### src/rtl/spm_pkg.sv
package spm_pkg;

  typedef logic [2:0] phase_t;

  localparam phase_t PH_FIRST = 3'd1;
  localparam phase_t PH_LAST  = 3'd6;

  typedef enum logic [3:0] {
    M_IDLE,
    M_AL1,
    M_AL2,
    M_RUN,
    M_EXT,
    M_TRI,
    M_RSY,
    M_COAST,
    M_BRAKE
  } mode_t;

  // Advance a 1..6 phase by n steps (n = 0..2), wrapping past 6.
  function automatic phase_t phase_adv(input phase_t p, input logic [1:0] n);
    logic [3:0] s;
    s = {1'b0, p} + {2'b00, n};
    if (s > 4'd6) s = s - 4'd6;
    return s[2:0];
  endfunction

endpackage

### src/rtl/spm_ref_watch.sv
module spm_ref_watch #(
  parameter int WD_LIMIT = 65536
) (
  input  logic clk,
  input  logic rst_n,
  input  logic align_ref,
  output logic ref_tick,
  output logic ref_ok
);
  localparam int CW = $clog2(WD_LIMIT + 1);
  localparam logic [CW-1:0] LIM = CW'(WD_LIMIT);

  logic [2:0]    sh;
  logic [CW-1:0] idle_cnt;

  always_ff @(posedge clk or negedge rst_n) begin
    if (!rst_n) sh <= '0;
    else        sh <= {sh[1:0], align_ref};
  end

  assign ref_tick = sh[1] & ~sh[2];

  always_ff @(posedge clk or negedge rst_n) begin
    if (!rst_n)              idle_cnt <= LIM;
    else if (ref_tick)       idle_cnt <= '0;
    else if (idle_cnt != LIM) idle_cnt <= idle_cnt + 1'b1;
  end

  assign ref_ok = (idle_cnt != LIM);

  // a reference edge always revives the watchdog
  a_r11_edge_revives: assert property (@(posedge clk) disable iff (!rst_n)
    ref_tick |=> ref_ok);
  // once missing, only an edge clears the condition
  a_r11_stays_missing: assert property (@(posedge clk) disable iff (!rst_n)
    (!ref_ok && !ref_tick) |=> !ref_ok);

endmodule

### src/rtl/spm_strobe_edge.sv
module spm_strobe_edge (
  input  logic clk,
  input  logic rst_n,
  input  logic strobe,
  output logic rise
);
  logic strobe_q;

  always_ff @(posedge clk or negedge rst_n) begin
    if (!rst_n) strobe_q <= 1'b0;
    else        strobe_q <= strobe;
  end

  assign rise = strobe & ~strobe_q;

endmodule

### src/rtl/spm_phase_reg.sv
module spm_phase_reg
  import spm_pkg::*;
(
  input  logic   clk,
  input  logic   rst_n,
  input  logic   clr,
  input  logic   step1,
  input  logic   step2,
  output phase_t phase
);
  always_ff @(posedge clk or negedge rst_n) begin
    if (!rst_n)     phase <= PH_FIRST;
    else if (clr)   phase <= PH_FIRST;
    else if (step2) phase <= phase_adv(phase, 2'd2);
    else if (step1) phase <= phase_adv(phase, 2'd1);
  end

  // the phase never leaves 1..6
  a_r12_range: assert property (@(posedge clk) disable iff (!rst_n)
    (phase >= PH_FIRST) && (phase <= PH_LAST));
  // every change is a wrapped single or double step, or a return to 1
  a_r12_legal_step: assert property (@(posedge clk) disable iff (!rst_n)
    (phase != $past(phase)) |->
      ((phase == phase_adv($past(phase), 2'd1)) ||
       (phase == phase_adv($past(phase), 2'd2)) ||
       (phase == PH_FIRST)));

endmodule

### src/rtl/spm_mode_fsm.sv
module spm_mode_fsm
  import spm_pkg::*;
#(
  parameter int ALIGN1_CYC = 64,
  parameter int ALIGN2_CYC = 192,
  parameter int BRAKE_DLY  = 1000
) (
  input  logic  clk,
  input  logic  rst_n,
  input  logic  run_brk,
  input  logic  out_en,
  input  logic  seq_step,
  input  logic  seq_rise,
  input  logic  zc_evt,
  input  logic  ref_tick,
  input  logic  ref_ok,
  output logic  clr,
  output logic  step1,
  output logic  step2,
  output logic  drv_en,
  output logic  brake
);
  localparam int AMAX = (ALIGN2_CYC > ALIGN1_CYC) ? ALIGN2_CYC : ALIGN1_CYC;
  localparam int AW   = $clog2(AMAX + 1);
  localparam int BW   = $clog2(BRAKE_DLY + 1);
  localparam logic [AW-1:0] A1_LAST = AW'(ALIGN1_CYC - 1);
  localparam logic [AW-1:0] A2_LAST = AW'(ALIGN2_CYC - 1);
  localparam logic [BW-1:0] B_LAST  = BW'(BRAKE_DLY - 1);

  mode_t         mode, nxt;
  logic          ext_mode;
  logic [AW-1:0] al_cnt;
  logic [BW-1:0] co_cnt;
  logic          start_ok;

  assign start_ok = out_en & ref_ok;

  always_comb begin
    nxt   = mode;
    clr   = 1'b0;
    step1 = 1'b0;
    step2 = 1'b0;
    if (!run_brk) begin
      unique case (mode)
        M_IDLE:  nxt = M_IDLE;
        M_BRAKE: nxt = M_BRAKE;
        M_COAST: if (co_cnt == B_LAST) nxt = M_BRAKE;
        default: begin nxt = M_COAST; clr = 1'b1; end
      endcase
    end else begin
      unique case (mode)
        M_IDLE, M_COAST, M_BRAKE: begin
          if (start_ok) begin
            if (ext_mode) nxt = M_EXT;
            else begin nxt = M_AL1; step1 = 1'b1; end
          end else if (mode == M_COAST && co_cnt == B_LAST) begin
            nxt = M_BRAKE;
          end
        end
        M_AL1: begin
          if (!out_en)      nxt = M_TRI;
          else if (!ref_ok) begin nxt = M_IDLE; clr = 1'b1; end
          else if (ref_tick && al_cnt == A1_LAST) begin nxt = M_AL2; step2 = 1'b1; end
        end
        M_AL2: begin
          if (!out_en)      nxt = M_TRI;
          else if (!ref_ok) begin nxt = M_IDLE; clr = 1'b1; end
          else if (ref_tick && al_cnt == A2_LAST) begin nxt = M_RUN; step2 = 1'b1; end
        end
        M_RUN: begin
          if (!out_en)     nxt = M_TRI;
          else if (zc_evt) step1 = 1'b1;
        end
        M_EXT: begin
          if (!out_en) nxt = M_TRI;
          else if (seq_rise || (zc_evt && !seq_step)) step1 = 1'b1;
        end
        M_TRI: if (out_en) nxt = M_RSY;
        M_RSY: begin
          if (!out_en) nxt = M_TRI;
          else if (zc_evt && ref_ok) begin
            step1 = 1'b1;
            nxt   = ext_mode ? M_EXT : M_RUN;
          end
        end
        default: begin nxt = M_IDLE; clr = 1'b1; end
      endcase
    end
  end

  always_ff @(posedge clk or negedge rst_n) begin
    if (!rst_n) mode <= M_IDLE;
    else        mode <= nxt;
  end

  always_ff @(posedge clk or negedge rst_n) begin
    if (!rst_n)                                    ext_mode <= 1'b0;
    else if (mode == M_IDLE && seq_step && !out_en) ext_mode <= 1'b1;
  end

  always_ff @(posedge clk or negedge rst_n) begin
    if (!rst_n)                                          al_cnt <= '0;
    else if (nxt != mode)                                al_cnt <= '0;
    else if (ref_tick && (mode == M_AL1 || mode == M_AL2)) al_cnt <= al_cnt + 1'b1;
  end

  always_ff @(posedge clk or negedge rst_n) begin
    if (!rst_n)               co_cnt <= '0;
    else if (nxt != mode)     co_cnt <= '0;
    else if (mode == M_COAST) co_cnt <= co_cnt + 1'b1;
  end

  assign drv_en = (mode == M_AL1) || (mode == M_AL2) || (mode == M_RUN) || (mode == M_EXT);
  assign brake  = (mode == M_BRAKE);

  // a held strobe masks zero crossings in stepping mode
  a_r6_mask: assert property (@(posedge clk) disable iff (!rst_n)
    (mode == M_EXT && run_brk && out_en && seq_step && !seq_rise) |-> !step1);
  // the strobe never steps the phase during alignment
  a_r5_align_ignores: assert property (@(posedge clk) disable iff (!rst_n)
    ((mode == M_AL1 || mode == M_AL2) && !ref_tick) |-> !(step1 || step2));
  // brake is only reached through the coast interval
  a_r10_via_coast: assert property (@(posedge clk) disable iff (!rst_n)
    $rose(brake) |-> $past(mode == M_COAST));

endmodule

### src/rtl/spindle_mode_ctrl.sv
module spindle_mode_ctrl
  import spm_pkg::*;
#(
  parameter int ALIGN1_CYC = 64,
  parameter int ALIGN2_CYC = 192,
  parameter int BRAKE_DLY  = 1000,
  parameter int WD_LIMIT   = 65536
) (
  input  logic       clk,
  input  logic       rst_n,
  input  logic       out_en,
  input  logic       run_brk,
  input  logic       seq_step,
  input  logic       align_ref,
  input  logic       zc_evt,
  output logic [2:0] phase,
  output logic       drv_en,
  output logic       brake
);
  logic ref_tick, ref_ok, seq_rise;
  logic clr, step1, step2;

  spm_ref_watch #(.WD_LIMIT(WD_LIMIT)) u_watch (
    .clk(clk), .rst_n(rst_n), .align_ref(align_ref),
    .ref_tick(ref_tick), .ref_ok(ref_ok)
  );

  spm_strobe_edge u_edge (
    .clk(clk), .rst_n(rst_n), .strobe(seq_step), .rise(seq_rise)
  );

  spm_mode_fsm #(
    .ALIGN1_CYC(ALIGN1_CYC), .ALIGN2_CYC(ALIGN2_CYC), .BRAKE_DLY(BRAKE_DLY)
  ) u_fsm (
    .clk(clk), .rst_n(rst_n), .run_brk(run_brk), .out_en(out_en),
    .seq_step(seq_step), .seq_rise(seq_rise), .zc_evt(zc_evt),
    .ref_tick(ref_tick), .ref_ok(ref_ok),
    .clr(clr), .step1(step1), .step2(step2),
    .drv_en(drv_en), .brake(brake)
  );

  spm_phase_reg u_phase (
    .clk(clk), .rst_n(rst_n), .clr(clr), .step1(step1), .step2(step2),
    .phase(phase)
  );

  // run/brake low always turns the drivers off next clock
  a_r1_off: assert property (@(posedge clk) disable iff (!rst_n)
    !run_brk |=> !drv_en);
  // output-enable low always tristates next clock
  a_r8_tristate: assert property (@(posedge clk) disable iff (!rst_n)
    !out_en |=> !drv_en);
  // drivers only switch on while the reference is present
  a_r11_gate: assert property (@(posedge clk) disable iff (!rst_n)
    $rose(drv_en) |-> $past(ref_ok));
  // never drive and brake together
  a_r10_exclusive: assert property (@(posedge clk) disable iff (!rst_n)
    !(brake && drv_en));

endmodule

### config.mk
export PLATFORM = sky130hd
export DESIGN_NAME = spindle_mode_ctrl
export DESIGN_NICKNAME = d
export VERILOG_FILES = /design/src/rtl/spm_pkg.sv /design/src/rtl/spm_ref_watch.sv /design/src/rtl/spm_strobe_edge.sv /design/src/rtl/spm_phase_reg.sv /design/src/rtl/spm_mode_fsm.sv /design/src/rtl/spindle_mode_ctrl.sv
export SDC_FILE = /design/constraint.sdc
export NUM_CORES = 1
export LEC_CHECK = 0
export ABC_AREA = 1
export CAP_MARGIN = 10
export CORE_MARGIN = 2
export CORE_UTILIZATION = 55
export DETAILED_ROUTE_END_ITERATION = 8
export PLACE_DENSITY = 0.73
export SLEW_MARGIN = 0
export SYNTH_ARGS = -nofsm -noshare
export SYNTH_HDL_FRONTEND = slang
export SYNTH_SLANG_ARGS = --single-unit
### constraint.sdc
create_clock -name clk -period 4.2 [get_ports clk]
set_input_delay 0.42 -clock clk [delete_from_list [all_inputs] [get_ports clk]]
set_output_delay 0.42 -clock clk [all_outputs]
set_load 0.01 [all_outputs]
==> run_results.csv <==
group,metric,value,unit
clock_network,cts-root-buf,"clkbuf_8",
synthesis,synth_top_area_share,37.01,%
pwr,total_power,0.001160,W
drt,drcViolationCount,0,
sta,slew_headroom,30.27,%
sta,fmax,0.3844,GHz
placement,hpwlAfterDp,4417,µm
grt,antenna_found_initial,0,
clock_network,cts_tree,"built",
drt,routed_wl,5947,µm
grt,grt_usage,21.12,%
sta,fin_tns_setup,0,ps
sta,hold_viol,0,
job,max_cap_viol_count,0,
synthesis,ys.flop_type,"dfrtp_1",
worst_setup_path,critPathArrivalTime,2180,ps
pwr,p_per_area,355.7,nW/µm²
grt,grt_max_degree,48,
clock_network,cts_buffers,5,
sta,grt_setup_unrepaired,"false",
sta,finalClockSkew,8.286,ps
finish,post-route-util,59.97,%
grt,grt_pass1_vias,2343,
floorplanning,dieWidth,78.38,µm
synthesis,synth_area_leader_cell,"dfrtp_1",
synthesis,synth_edf_count,0,
worst_setup_path,startpoint,"u_fsm.mode[0]",
placement,place.gp.congestion,0.9632,
placement,numPortBuffers,11,
drt,post_drt_wl_per_cell,12.55,µm
worst_setup_path,crit_path_end_kind,"output pin",
synthesis,yosys-top-cells-area,"dfrtp_1 (37%), nand2_1 (9.9%), inv_1 (5.7%)",
floorplanning,io_pins,12,
synthesis,synthesis.area,3043,µm²
clock_network,clock-sinks,47,
synthesis,synth_common_cells,"nand2_1 (80), inv_1 (46), dfrtp_1 (45), nor2_1 (45), nand3_1 (33)",
outcome,status,"finished clean",
floorplanning,row_count,27,
synthesis,synth.distinct_cells,38,
clock_network,post_cts_buffers,0,
sta,fin_crit_sh,61.95,%
hold_path,hp-class,"input port to asynchronous set/reset pin",
pwr,p_leak,1.519,nW
floorplanning,dieArea,6143,µm²
drt,vias,2519,
synthesis,syn_nets,406,
synthesis,syn_area_per_cell,7.782,µm²
drt,route.antenna.remaining_nets,0,
finish,drive_gt1_share,11.19,%
pwr,ir_worst_vdd,215.5,µV
worst_setup_path,crit_path_max_fanout,8,
finish,nets,416,
grt,grt-ovfl-total,0,
grt,grt_first_pass_wirelength,10340,µm
drt,viasPerCell,5.314,
sta,period_minus_slack,2602,ps
drt,drt_iter0_drc,153,
worst_setup_path,r2r_start,"u_watch.idle_cnt[0]",
clock_network,clk_path_buf_depth,2,
floorplanning,core_area,5439,µm²
worst_setup_path,startpoint_type,"register",
synthesis,synthArstFlopShare,100.0,%
sta,worstMarginPinSlew,1046,ps
worst_setup_path,cp.required,3780,ps
clock_network,postCtsHoldBufs,0,
clock_network,clk_pin_slew_worst_paths,90,ps
drt,firstDrtPassIters,4,
synthesis,synth.most_common_cell,"nand2_1",
finish,area_growth,7.196,%
finish,fill_cells,531,
clock_network,clkLatencyLatePin,310,ps
synthesis,postSynthCellCount,391,
floorplanning,die_h,78.38,µm
synthesis,seq_area_frac_synth,38.73,%
floorplanning,start_util,55.95,%
clock_network,htreeDepth,2,
synthesis,synth-seq-cells,47,
sta,maxSlewViolCount,0,
finish,num_antenna_cells,0,
synthesis,yosysWarnings,0,
clock_network,cts.repair.resized,0,
worst_setup_path,worstSetupPathType,"register to output pin",
sta,setup_viol,0,
worst paths after layout:
kind,slack [ps],end,depth (start not counted)
min reg2reg,360,u_watch.sh[1],0
max,1600,drv_en,7
min,300,u_watch.idle_cnt[15],1
max reg2reg,1850,u_fsm.al_cnt[1],17
min in group clk,360,u_watch.sh[1],0
max in group asynchronous,3270,u_fsm.ext_mode,1
stage by stage:
step | hold slack [ps] | instances | setup slack [ps] | area, µm²
after floorplan | 124.4 | 391 | 2246 | 3043
after global placement | 333.2 | 466 | 1680 | 3166
after detailed placement | 337.2 | 466 | 1617 | 3166
after CTS | 331.0 | 474 | 1586 | 3262
after global routing | 372.3 | 474 | 1390 | 3262
final | 297.9 | 474 | 1598 | 3262
cell type report:
type	instances	area, µm²	share of cell area, %
sequential	47	1179	36.13
multi-input combinational	287	1605	49.21
tap	72	90.09	2.762
clock inverter	2	13.76	0.4219
clock buffer	6	82.58	2.532
timing repair buffer	11	105.1	3.222
inverter	49	186.4	5.715
flip-flops by register name (all words and copies together) (netlist names):
name	cells
u_watch.idle_cnt	17
u_fsm.co_cnt	10
u_fsm.al_cnt	8
u_fsm.mode	4
u_phase.phase	3
u_watch.sh	3
u_edge.strobe_q	1
u_fsm.ext_mode	1
report_power, final:
| group | switching [W] | internal (W) | leakage (nW) |
|---|---|---|---|
| combinational | 0.000216 | 0.000125 | 0.846 |
| clock | 0.000162 | 0.000135 | 0.0516 |
| sequential | 0.0000406 | 0.000482 | 0.621 |
placed cells by master, fill, tap and decap left out, drive strengths merged:
| cell type | Yosys | final |
|---|---|---|
| a2111oi | 1 | 1 |
| a211o | 1 | 1 |
| a211oi | 1 | 1 |
| a21oi | 17 | 17 |
| a31oi | 2 | 2 |
| buf | 7 | 1 |
| clkbuf | 1 | 6 |
| clkdlybuf4s50 | 0 | 10 |
| clkinv | 0 | 1 |
| dfrtp | 45 | 45 |
| dfstp | 2 | 2 |
| ha | 8 | 8 |
| inv | 49 | 50 |
| mux2i | 3 | 3 |
| nand2 | 87 | 87 |
| nand3 | 35 | 35 |
| nand4 | 12 | 12 |
| nor2 | 55 | 55 |
| nor3 | 24 | 24 |
| nor3b | 1 | 1 |
| o211ai | 1 | 1 |
| o21a | 1 | 1 |
| o21ai | 15 | 15 |
| o22ai | 2 | 2 |
| o31ai | 1 | 1 |
| xnor2 | 4 | 4 |
| xor2 | 16 | 16 |
cells by family (layout without fill, tap and decap cells):
group           count (synthesis)  in the layout  share of synthesized area, %
simple gates                  214            214                         35.07
compound gates                 42             42                         7.648
flops                          47             47                         38.73
buf+inv                        57             68                         8.512
fa+ha+maj                       8              8                         3.290
mux                             3              3                        0.9869
xor+xnor                       20             20                         5.756
per-layer routing:
layer | GRT usage, % | wire length (µm)
met5 | 0 | 0
met4 | 6.316 | 61
met3 | 4.368 | 196
met2 | 35.26 | 2851
met1 | 27.77 | 2838
worst max-delay path, cell delays in order, from the launching register on:
cell	delay (ps)
dfrtp_1	510
inv_2	130
nor2_1	60
nand2_1	120
inv_1	90
nor2_1	340
nand2_1	130
clkdlybuf4s50_1	500
No activity file was read; power rests on OpenSTA's default activity.
